**config.mk**
```make
export PLATFORM = sky130hd
export DESIGN_NAME = usbh_irq_unit
export DESIGN_NICKNAME = d
export VERILOG_FILES = /design/src/rtl/usbh_irq_pkg.sv /design/src/rtl/usbh_irq_qual.sv /design/src/rtl/usbh_irq_mask.sv /design/src/rtl/usbh_irq_cell.sv /design/src/rtl/usbh_irq_unit.sv
export SDC_FILE = /design/constraint.sdc
export NUM_CORES = 1
export LEC_CHECK = 0
export ABC_AREA = 1
export BUFFER_PORTS_ARGS = -buffer_cell sky130_fd_sc_hd__buf_2
export CAP_MARGIN = 10
export CORE_MARGIN = 2
export CORE_UTILIZATION = 35
export DETAILED_ROUTE_END_ITERATION = 10
export GPL_TIMING_DRIVEN = 0
export PLACE_DENSITY = 0.72
export SLEW_MARGIN = 5
export SYNTH_ARGS = -nofsm -noshare
export SYNTH_HDL_FRONTEND = slang
export SYNTH_SLANG_ARGS = --single-unit
```
**constraint.sdc**
```tcl
create_clock -name clk -period 0.9 [get_ports clk]
set_clock_uncertainty 0.15 [all_clocks]
set_input_delay 0.135 -clock clk [delete_from_list [all_inputs] [get_ports clk]]
set_output_delay 0.135 -clock clk [all_outputs]
set_load 0.02 [all_outputs]
```
**src/rtl/usbh_irq_pkg.sv**
```systemverilog
package usbh_irq_pkg;

  localparam int IRQ_W = 7;

  localparam int B_DONE_A = 0;
  localparam int B_DONE_B = 1;
  localparam int B_SOF    = 4;
  localparam int B_ATTACH = 5;
  localparam int B_DETRES = 6;

  localparam logic [IRQ_W-1:0] RSVD_MASK = 7'b000_1100;

  function automatic logic [IRQ_W-1:0] keep_used(input logic [IRQ_W-1:0] v);
    return v & ~RSVD_MASK;
  endfunction

  function automatic logic irq_any(input logic [IRQ_W-1:0] pend,
                                   input logic [IRQ_W-1:0] mask);
    return |(pend & mask);
  endfunction

endpackage

```
**src/rtl/usbh_irq_qual.sv**
```systemverilog
module usbh_irq_qual
  import usbh_irq_pkg::*;
(
  input  logic             ev_done_a,
  input  logic             ev_done_b,
  input  logic             ev_sof,
  input  logic             ev_attach,
  input  logic             ev_detect,
  input  logic             ev_resume,
  input  logic             port_suspend,
  input  logic             sof_gen_on,
  input  logic             sof_cnt_loaded,
  output logic [IRQ_W-1:0] set_vec
);

  logic sof_ok;
  logic detres_ev;

  assign sof_ok    = ev_sof & sof_gen_on & sof_cnt_loaded;
  assign detres_ev = port_suspend ? ev_resume : ev_detect;

  always_comb begin
    set_vec           = '0;
    set_vec[B_DONE_A] = ev_done_a;
    set_vec[B_DONE_B] = ev_done_b;
    set_vec[B_SOF]    = sof_ok;
    set_vec[B_ATTACH] = ev_attach;
    set_vec[B_DETRES] = detres_ev;
  end

endmodule

```
**src/rtl/usbh_irq_mask.sv**
```systemverilog
module usbh_irq_mask
  import usbh_irq_pkg::*;
(
  input  logic             clk,
  input  logic             rst_n,
  input  logic             wr,
  input  logic [IRQ_W-1:0] wdata,
  output logic [IRQ_W-1:0] mask_q
);

  always_ff @(posedge clk) begin
    if (!rst_n)  mask_q <= '0;
    else if (wr) mask_q <= keep_used(wdata);
  end

  AST_MASK_HOLD: assert property (@(posedge clk) disable iff (!rst_n)
    !wr |=> $stable(mask_q));

endmodule

```
**src/rtl/usbh_irq_cell.sv**
```systemverilog
module usbh_irq_cell (
  input  logic clk,
  input  logic rst_n,
  input  logic set_i,
  input  logic clr_i,
  output logic q
);

  always_ff @(posedge clk) begin
    if (!rst_n)     q <= 1'b0;
    else if (set_i) q <= 1'b1;
    else if (clr_i) q <= 1'b0;
  end

  AST_EVENT_WINS: assert property (@(posedge clk) disable iff (!rst_n)
    set_i |=> q);

  AST_CLEAR_TAKES: assert property (@(posedge clk) disable iff (!rst_n)
    (clr_i && !set_i) |=> !q);

endmodule

```
**src/rtl/usbh_irq_unit.sv**
```systemverilog
module usbh_irq_unit
  import usbh_irq_pkg::*;
(
  input  logic             clk,
  input  logic             rst_n,
  input  logic             ev_done_a,
  input  logic             ev_done_b,
  input  logic             ev_sof,
  input  logic             ev_attach,
  input  logic             ev_detect,
  input  logic             ev_resume,
  input  logic             port_suspend,
  input  logic             sof_gen_on,
  input  logic             sof_cnt_loaded,
  input  logic             mask_wr,
  input  logic [IRQ_W-1:0] mask_wdata,
  input  logic             pend_clr_wr,
  input  logic [IRQ_W-1:0] pend_clr_data,
  output logic [IRQ_W-1:0] mask_q,
  output logic [IRQ_W-1:0] pend_q,
  output logic             irq_o
);

  logic [IRQ_W-1:0] set_vec;
  logic [IRQ_W-1:0] clr_vec;

  assign clr_vec = pend_clr_wr ? pend_clr_data : '0;

  usbh_irq_qual u_qual (
    .ev_done_a      (ev_done_a),
    .ev_done_b      (ev_done_b),
    .ev_sof         (ev_sof),
    .ev_attach      (ev_attach),
    .ev_detect      (ev_detect),
    .ev_resume      (ev_resume),
    .port_suspend   (port_suspend),
    .sof_gen_on     (sof_gen_on),
    .sof_cnt_loaded (sof_cnt_loaded),
    .set_vec        (set_vec)
  );

  usbh_irq_mask u_mask (
    .clk    (clk),
    .rst_n  (rst_n),
    .wr     (mask_wr),
    .wdata  (mask_wdata),
    .mask_q (mask_q)
  );

  for (genvar i = 0; i < IRQ_W; i++) begin : g_bit
    if (RSVD_MASK[i]) begin : g_rsvd
      assign pend_q[i] = 1'b0;
    end else begin : g_cell
      usbh_irq_cell u_cell (
        .clk   (clk),
        .rst_n (rst_n),
        .set_i (set_vec[i]),
        .clr_i (clr_vec[i]),
        .q     (pend_q[i])
      );
    end
  end

  assign irq_o = irq_any(pend_q, mask_q);

  AST_SOF_GATED: assert property (@(posedge clk) disable iff (!rst_n)
    $rose(pend_q[B_SOF]) |-> $past(ev_sof && sof_gen_on && sof_cnt_loaded));

  AST_DETRES_SRC: assert property (@(posedge clk) disable iff (!rst_n)
    $rose(pend_q[B_DETRES]) |-> $past(port_suspend ? ev_resume : ev_detect));

  AST_DONE_LATCH: assert property (@(posedge clk) disable iff (!rst_n)
    ev_done_a |=> pend_q[B_DONE_A]);

  AST_IRQ_FALL_CAUSE: assert property (@(posedge clk) disable iff (!rst_n)
    $fell(irq_o) |-> $past(pend_clr_wr || mask_wr));

  AST_RSVD_QUIET: assert property (@(posedge clk) disable iff (!rst_n)
    mask_wr |=> ((mask_q & RSVD_MASK) == '0));

endmodule

```
==> impl_metrics.env, run 1 <==
export IMPL_cts_tree="built"
export IMPL_drt_iter0_drc=2
export IMPL_ios=42
export IMPL_cts_buffers=3
export IMPL_synth_top_cell_by_area="dfxtp_1"
export IMPL_multi_input_area_um2=206
export IMPL_path_cells="nand2_1 > nand2_1 > nor2_2 > nand2_2 > buf_6"
export IMPL_ys_flop_type="dfxtp_1"
export IMPL_grt_pass1_wl_um=1610
export IMPL_grt_start_max_net_pins=7
export IMPL_grt_usage_pct=15.8
export IMPL_syn_area_um2=465
export IMPL_start_util_pct=36.7
export IMPL_seq_area_frac_synth_pct=43.0
export IMPL_leakage_nw=0.449
export IMPL_ff_latch_area_um2=213
export IMPL_gp_congestion=0.637
export IMPL_ant_nets=0
export IMPL_crit_fanout=3
export IMPL_antenna_found_initial=0
export IMPL_finalSetupTns_ns=-2.22
export IMPL_worst_setup_path_end_kind="output pin"
export IMPL_drt_wl_total_um=1280
export IMPL_slew_violations=0
export IMPL_post_route_drc_count=0
export IMPL_cts_root_buf="clkbuf_4"
export IMPL_cap_violations=0
export IMPL_core_area_um2=1270
export IMPL_portBuffers=33
export IMPL_synth_most_common_cell="nand2_1"
export IMPL_hold_worst_slack_ns=-0.0593
export IMPL_cpPeakStageDelay_ns=0.33
export IMPL_hold_viol=9
export IMPL_crit_type="register to output pin"
export IMPL_cts_max_level=1
export IMPL_layout_setup_ws_ns=-0.377
export IMPL_crit_family="flip-flops"
export IMPL_clock_path_buffers=2
export IMPL_dp_slack_ns=-0.128
export IMPL_avgSynthCellArea_um2=6.84
export IMPL_crit_required_ns=0.61
export IMPL_final_nets=139
export IMPL_wl_per_cell_um=10.2
export IMPL_crit_path_start_kind="register"
export IMPL_reg2regPathDepth=4
export IMPL_clk_pin_slew_ns=0.07
export IMPL_dr_pass1_iters=2
export IMPL_critPathBufInv=1
export IMPL_n_antenna_cell=0
export IMPL_violations="hold timing, setup timing"
export IMPL_rows=13
export IMPL_setup_violations=13
export IMPL_synth_top_cells_by_count="18 x nand2_1, 14 x nor2_1, 10 x dfxtp_1"
export IMPL_die_h_um=40.5
export IMPL_whs_path_depth=3
export IMPL_avgViaCountPerCell=4.14
export IMPL_die_area_um2=1640
export IMPL_rsz0062_at_grt="true"
export IMPL_cp_slowest_cell="dfxtp_2"
export IMPL_final_min_clock_period_ns=1.28
export IMPL_netlist_cell_type_count=10
export IMPL_arrival_ns=0.99
export IMPL_yosys_area_top_type_share_pct=43.0
export IMPL_syn_to_final_growth_pct=77.4
export IMPL_netlist_instances=68
export IMPL_cp_num_cells=5
export IMPL_fmax_ghz=0.783
export IMPL_fin_crit_sh_pct=142
export IMPL_vias=518
export IMPL_ir_drop_mv=0.974
export IMPL_grt_remaining_overflow=0
export IMPL_synth_edf_count=0
export IMPL_cpMostUsedCell="nand2_1"
export IMPL_cts_sinks=10
export IMPL_ys_ff_latch=10
export IMPL_n_fill_cell=118
export IMPL_synthArstFlopShare_pct=0
export IMPL_die_x_um=40.5
export IMPL_post_dp_cell_area_um2=668
export IMPL_synth_area_leaders="dfxtp_1 43%, buf_4 15%, nand2_1 15%, nor2_1 11%, a21oi_1 5.4%"
export IMPL_min_path_type="primary input to register"
export IMPL_status="complete, but fails checks"
export IMPL_first_global_vias=390
export IMPL_yosysWarnings=0
export IMPL_final_core_utilization_pct=65.1
export IMPL_insertion_delay_ns=0.26
export IMPL_final_area_um2=826
export IMPL_cellPowerDensity_nw_per_um2=1390
export IMPL_drive_gt1_share_pct=59.1
export IMPL_dp_hpwl_um=863
-- layer usage --
layer	global-route usage [%]	vias to the layer above	part of all wire, %
met5	0	-	0
met4	5.00	0	0
met3	9.44	0	9.8
met2	24.2	26	51
met1	18.1	212	39
li1	-	280	-
-- power breakdown --
group / leakage, nW / total [mW] / internal, mW / switching [mW]
Combinational: 0.350 / 0.337 / 0.180 / 0.157
Clock: 0.0138 / 0.302 / 0.154 / 0.148
Sequential: 0.0859 / 0.506 / 0.480 / 0.0259
Total: 0.449 / 1.15 / 0.815 / 0.331
-- final cells by class --
class | instances | area share [%]
repair buffers | 39 | 35.6
flip-flops and latches | 10 | 25.8
multi-input cells | 47 | 25.0
plain buffers | 6 | 6.36
clock buffers | 3 | 2.73
inverters | 5 | 2.27
well taps | 15 | 2.27
-- cells by family after synthesis --
| family | after synthesis | share of synthesized area [%] |
|---|---|---|
| flops | 10 | 43.0 |
| simple gates | 33 | 26.9 |
| compound gates | 10 | 10.8 |
| other cells | 1 | 0.806 |
| buf+inv | 14 | 18.5 |
-- path summary, 6_finish.rpt --
| kind | start | end | slack [ns] |
|---|---|---|---|
| worst max-delay path | u_mask.mask_q[5] | irq_o | -0.38 |
| worst min-delay path | mask_wdata[5] | u_mask.mask_q[5] | -0.06 |
| worst max register to register | g_bit[1].g_cell.u_cell.q | g_bit[1].g_cell.u_cell.q | -0.05 |
| worst min register to register | g_bit[6].g_cell.u_cell.q | g_bit[6].g_cell.u_cell.q | 0.35 |
-- through the flow --
stage / std cells / total power [mW]
floorplan: 71 / 0.656
global placement: 119 / 0.751
detailed placement: 119 / 0.756
CTS: 123 / 1.12
global route: 125 / 1.21
finish: 125 / 1.15
-- cells in the final DEF, fill, tap and decap left out --
cell and instances:
nor2_1 13, a21oi_1 2, nor2_2 1, buf_4 6, buf_6 17, a21oi_2 3
conb_1 4, o21ai_0 5, nand3_1 1, inv_1 3, buf_2 22, inv_2 2
dfxtp_2 10, clkbuf_4 3, nand2_1 17, nand2_2 1
-- registers in the layout (all words and copies together) (netlist names) --
name                   count
g_bit.g_cell.u_cell.q      5
u_mask.mask_q              5
-- timing repair --
item / 4_1_cts / 5_1_grt
endpoints found under the setup margin: 11 / 13
buffers inserted: 4 / 3
endpoints found under the hold margin: 10 / 10
pin swaps: 1 / 2
gates resized for setup: 29 / 10
-- worst min-delay path, cell delays in order --
cell and delay, ns:
buf_2 0.07, nor2_1 0.03, nor2_1 0.08
No activity file was read; power rests on OpenSTA's default activity.
==> inputs of run 2 (changes only) <==
REMOVE_ABC_BUFFERS = 1   (was default)
==> impl_metrics.env, run 2 (same netlist as run 1, synthesis figures left out) <==
export IMPL_status="complete, but fails checks"
export IMPL_violations="hold timing, setup timing"
export IMPL_dr_wl_met3_um=97
export IMPL_syn_to_final_growth_pct=57.0
export IMPL_layout_setup_ws_ns=-0.370
export IMPL_final_min_clock_period_ns=1.27
export IMPL_grt_remaining_overflow=0
export IMPL_p_sw_mw=0.297
export IMPL_slew_violations=0
export IMPL_die_x_um=40.5
export IMPL_dp_slack_ns=-0.109
export IMPL_dp_hpwl_um=810
export IMPL_critPathBufInv=1
export IMPL_drive_gt1_share_pct=52.0
export IMPL_cpMostUsedCell="nand2_1"
export IMPL_clk_pin_slew_ns=0.06
export IMPL_crit_path_start_kind="register"
export IMPL_dr_pass1_iters=4
export IMPL_grt_start_max_net_pins=7
export IMPL_stdcell_count=117
export IMPL_ir_drop_mv=0.626
export IMPL_final_core_utilization_pct=57.6
export IMPL_intPower_mw=0.773
export IMPL_drt_wl_total_um=1110
export IMPL_start_util_pct=36.7
export IMPL_mostFrequentLayoutCells="22 x buf_2, 18 x nand2_1, 14 x nor2_1"
export IMPL_multi_input_area_um2=194
export IMPL_clkPwrFrac_pct=26.8
export IMPL_cts_buffers=3
export IMPL_wl_met1_um=460
export IMPL_avgViaCountPerCell=4.50
export IMPL_portBuffers=33
export IMPL_die_area_um2=1640
export IMPL_p_comb_share_pct=26.0
export IMPL_fin_crit_sh_pct=141
export IMPL_leakage_nw=0.401
export IMPL_crit_start="g_bit[1].g_cell.u_cell.q"
export IMPL_crit_type="register to output pin"
export IMPL_insertion_delay_ns=0.25
export IMPL_clock_path_buffers=2
export IMPL_gp_congestion=0.639
export IMPL_r2r_start="g_bit[5].g_cell.u_cell.q"
export IMPL_core_area_um2=1270
export IMPL_cts_sinks=10
export IMPL_crit_family="flip-flops"
export IMPL_cts_tree="built"
export IMPL_wl_per_cell_um=9.50
export IMPL_die_h_um=40.5
export IMPL_n_fill_cell=127
export IMPL_worst_setup_path_end_kind="output pin"
export IMPL_vias=526
export IMPL_final_nets=131
export IMPL_rsz0062_at_grt="true"
export IMPL_first_global_vias=432
export IMPL_post_route_drc_count=0
export IMPL_reg2reg_slack_ns=-0.05
export IMPL_cp_slowest_cell="dfxtp_2"
export IMPL_hp_start="ev_done_b"
export IMPL_crit_required_ns=0.61
export IMPL_rows=13
export IMPL_grt_usage_pct=15.1
export IMPL_highest_layer="met4"
export IMPL_drt_iter0_drc=14
export IMPL_setup_violations=12
export IMPL_hold_viol=10
export IMPL_hold_worst_slack_ns=-0.0656
export IMPL_place_inst=110
export IMPL_p_seq_share_pct=47.2
export IMPL_crit_fanout=3
export IMPL_n_antenna_cell=0
export IMPL_path_cells="nand2_1 > nand2_1 > nor2_1 > nand2_1 > buf_6"
export IMPL_antenna_found_initial=0
export IMPL_route_met2_wl_um=540
export IMPL_largestRegisters="g_bit.g_cell.u_cell.q (5), u_mask.mask_q (5)"
export IMPL_ant_nets=0
export IMPL_cpPeakStageDelay_ns=0.33
export IMPL_p_total_mw=1.07
export IMPL_grt_pass1_wl_um=1610
export IMPL_min_path_type="primary input to register"
export IMPL_final_common_cell="buf_2"
export IMPL_fmax_ghz=0.787
export IMPL_cellPowerDensity_nw_per_um2=1460
export IMPL_arrival_ns=0.99
export IMPL_ff_latch_area_um2=213
export IMPL_cap_violations=0
export IMPL_cts_root_buf="clkbuf_4"
export IMPL_cts_max_level=1
export IMPL_netSwitchingFraction_pct=27.7
export IMPL_ios=42
## run 2: cell count changes in the layout (fill, tap and decap cells not counted)
cell / before / now
a21oi_1: 2 / 4
nor2_2: 1 / 0
nand2_1: 17 / 18
a21oi_2: 3 / 1
nor2_1: 13 / 14
nand2_2: 1 / 0
buf_4: 6 / 4
buf_6: 17 / 11
## run 2: final timing paths
path | endpoint | depth (start not counted)
max | irq_o | 5
max reg2reg | g_bit[5].g_cell.u_cell.q | 4
min reg2reg | g_bit[6].g_cell.u_cell.q | 2
min | g_bit[1].g_cell.u_cell.q | 3
## run 2: power by group through the flow
stage / Combinational, mW / Clock [mW] / Sequential (mW)
2_1_floorplan: 0.0764 / 0 / 0.541
3_3_place_gp: 0.209 / 0 / 0.504
3_5_place_dp: 0.211 / 0 / 0.506
4_1_cts: 0.261 / 0.301 / 0.506
5_1_grt: 0.308 / 0.321 / 0.510
6_report: 0.278 / 0.286 / 0.505
## run 2: layer usage
layer  track usage [%]  vias to the layer above
met2              26.2                       29
met1              16.2                      225
li1                  -                      268
met3              3.33                        4
met4              10.0                        0
met5                 0                        -
## run 2: cell type report
class	instances	share of cell area [%]
repair buffers	37	36.1
multi-input cells	47	26.5
flip-flops and latches	10	29.1
well taps	15	2.57
clock buffers	3	3.08
inverters	5	2.57
## run 2: timing repair
action                                 4_1_cts  5_1_grt
endpoints found under the hold margin       10        7
pin swaps                                    1        3
setup endpoints to repair                   11       12
resized for setup                           30        3
setup buffers                                2        2
## run 2: through the flow
| stage | instance area, um2 | TNS [ns] |
|---|---|---|
| final | 731 | -1.76 |
| after global routing | 731 | -2.16 |
| after CTS | 704 | -1.74 |
| after detailed placement | 593 | -0.109 |
| after global placement | 593 | -0.105 |
| after floorplan | 409 | -0.145 |
## run 2: worst min-delay path, stage by stage
cell and delay, ns:
buf_2 0.07, a21oi_1 0.03, nor2_1 0.07
==> inputs of run 3 (changes only) <==
ABC_AREA = default   (was 1)
CTS_BUF_LIST = sky130_fd_sc_hd__clkbuf_8   (was default)
PLACE_DENSITY = 0.71   (was 0.72)
==> impl_metrics.env, run 3 <==
export IMPL_status="complete, but fails checks"
export IMPL_violations="hold timing, setup timing"
export IMPL_critPathBufInv=1
export IMPL_ant_nets=0
export IMPL_clock_path_buffers=2
export IMPL_stdcell_count=92
export IMPL_ys_flop_type="dfxtp_1"
export IMPL_netlist_cell_type_count=13
export IMPL_cap_violations=0
export IMPL_cellPowerDensity_nw_per_um2=1660
export IMPL_yosys_area_top_type_share_pct=41.5
export IMPL_post_route_drc_count=0
export IMPL_crit_required_ns=0.61
export IMPL_syn_area_um2=483
export IMPL_clk_pin_slew_ns=0.04
export IMPL_route_met2_wl_um=533
export IMPL_synth_edf_count=0
export IMPL_crit_path_start_kind="register"
export IMPL_ir_drop_mv=0.957
export IMPL_antenna_found_initial=0
export IMPL_cts_sinks=10
export IMPL_grt_usage_pct=14.3
export IMPL_seq_area_frac_synth_pct=41.5
export IMPL_gp_congestion=0.726
export IMPL_insertion_delay_ns=0.23
export IMPL_first_global_vias=363
export IMPL_hold_worst_slack_ns=-0.0409
export IMPL_wl_met1_um=434
export IMPL_die_x_um=41.1
export IMPL_place_inst=87
export IMPL_arrival_ns=1.17
export IMPL_final_nets=106
export IMPL_dp_hpwl_um=734
export IMPL_min_path_type="primary input to register"
export IMPL_highest_layer="met4"
export IMPL_start_util_pct=37.1
export IMPL_path_cells="a222oi_1 > nand2_1 > buf_6"
export IMPL_dp_slack_ns=-0.251
export IMPL_leakage_nw=0.370
export IMPL_cts_max_level=1
export IMPL_worst_setup_path_end_kind="output pin"
export IMPL_setup_violations=12
export IMPL_post_dp_cell_area_um2=598
export IMPL_avgViaCountPerCell=4.58
export IMPL_cp_slowest_cell="a222oi_1"
export IMPL_yosysWarnings=0
export IMPL_die_h_um=41.1
export IMPL_crit_fanout=2
export IMPL_wl_per_cell_um=11.9
export IMPL_synthArstFlopShare_pct=0
export IMPL_ys_ff_latch=10
export IMPL_cts_buffers=3
export IMPL_hold_viol=3
export IMPL_cts_root_buf="clkbuf_8"
export IMPL_slew_violations=0
export IMPL_mostFrequentLayoutCells="22 x buf_2, 12 x buf_6, 10 x dfxtp_2"
export IMPL_drive_gt1_share_pct=63.6
export IMPL_final_common_cell="buf_2"
export IMPL_ios=42
export IMPL_grt_start_max_net_pins=11
export IMPL_crit_family="compound AO/OA/AOI/OAI gates"
export IMPL_synth_area_leaders="dfxtp_1 41%, buf_4 16%, mux2i_1 10%, a21boi_0 7.8%, o21a_1 7.8%"
export IMPL_syn_to_final_growth_pct=53.1
export IMPL_synth_top_cell_by_area="dfxtp_1"
export IMPL_fmax_ghz=0.689
export IMPL_synth_top_cells_by_count="10 x buf_4, 10 x dfxtp_1"
export IMPL_avgSynthCellArea_um2=10.3
export IMPL_final_area_um2=739
export IMPL_rows=13
export IMPL_largestRegisters="g_bit.g_cell.u_cell.q (5), u_mask.mask_q (5)"
export IMPL_crit_type="register to output pin"
export IMPL_grt_pass1_wl_um=1450
export IMPL_cpPeakStageDelay_ns=0.36
export IMPL_rsz0062_at_grt="true"
export IMPL_dr_wl_met3_um=112
export IMPL_final_min_clock_period_ns=1.45
export IMPL_core_area_um2=1300
export IMPL_final_core_utilization_pct=56.8
export IMPL_portBuffers=33
export IMPL_grt_remaining_overflow=0
export IMPL_fin_crit_sh_pct=161
export IMPL_cts_tree="built"
export IMPL_vias=421
export IMPL_dr_pass1_iters=5
export IMPL_drt_wl_total_um=1090
export IMPL_layout_setup_ws_ns=-0.552
export IMPL_n_antenna_cell=0
export IMPL_die_area_um2=1690
export IMPL_netlist_instances=47
export IMPL_drt_iter0_drc=5
run 3: cells by family (layout without fill, tap and decap cells):
logic type / after synthesis / in the layout / synth area share [%]
buffers and inverters: 11 / 38 / 16.6
muxes: 6 / 6 / 13.5
AOI/OAI and AO/OA: 12 / 12 / 19.2
and+or+nand+nor: 7 / 7 / 8.55
other: 1 / 4 / 0.776
DFF: 10 / 10 / 41.5
run 3: final timing paths:
kind         cells past startpoint  slack, ns                  endpoint                      from
max reg2reg                      4      -0.18  g_bit[6].g_cell.u_cell.q  g_bit[6].g_cell.u_cell.q
min reg2reg                      2       0.39          u_mask.mask_q[4]          u_mask.mask_q[4]
min                              2      -0.04  g_bit[0].g_cell.u_cell.q                 ev_done_a
max                              3      -0.55                     irq_o  g_bit[6].g_cell.u_cell.q
run 3: power by group:
| part | switching (mW) | leakage (nW) | total [mW] | internal [mW] |
|---|---|---|---|---|
| combinational | 0.114 | 0.263 | 0.260 | 0.146 |
| clock | 0.166 | 0.0216 | 0.458 | 0.292 |
| sequential | 0.0286 | 0.0860 | 0.508 | 0.480 |
| total | 0.309 | 0.370 | 1.23 | 0.918 |
run 3: what timing repair did:
item,4_1_cts,5_1_grt
setup buffers,1,1
endpoints found under the setup margin,11,14
pin swaps,3,0
resized for setup,32,4
hold endpoints to repair,3,3
run 3: area by class of cell:
class                      instances  area [um2]
tap                               15        18.8
sequential                        10         213
fill                             122         562
multi-input combinational         29         214
timing repair buffer              35         253
clock buffer                       3        41.3
run 3: per-stage QoR:
stage | setup TNS (ns) | power [mW] | hold slack, ns
5_1_grt | -2.11 | 1.28 | -0.0459
4_1_cts | -1.53 | 1.23 | -0.0425
3_5_place_dp | -0.297 | 0.708 | 0.197
6_report | -1.77 | 1.23 | -0.0409
2_1_floorplan | -0.505 | 0.610 | 0.102
3_3_place_gp | -0.287 | 0.705 | 0.200
run 3: routing by layer:
layer  up-vias  global-route usage [%]
met1       181                    16.2
li1        208                       -
met2        30                    19.9
met3         2                    8.15
met5         -                       0
met4         0                    9.68
run 3: worst register-to-register path, stage by stage (launching register included):
cell and delay (ns):
dfxtp_2 0.32, buf_4 0.13, buf_6 0.11, a21boi_1 0.12, o21a_1 0.16
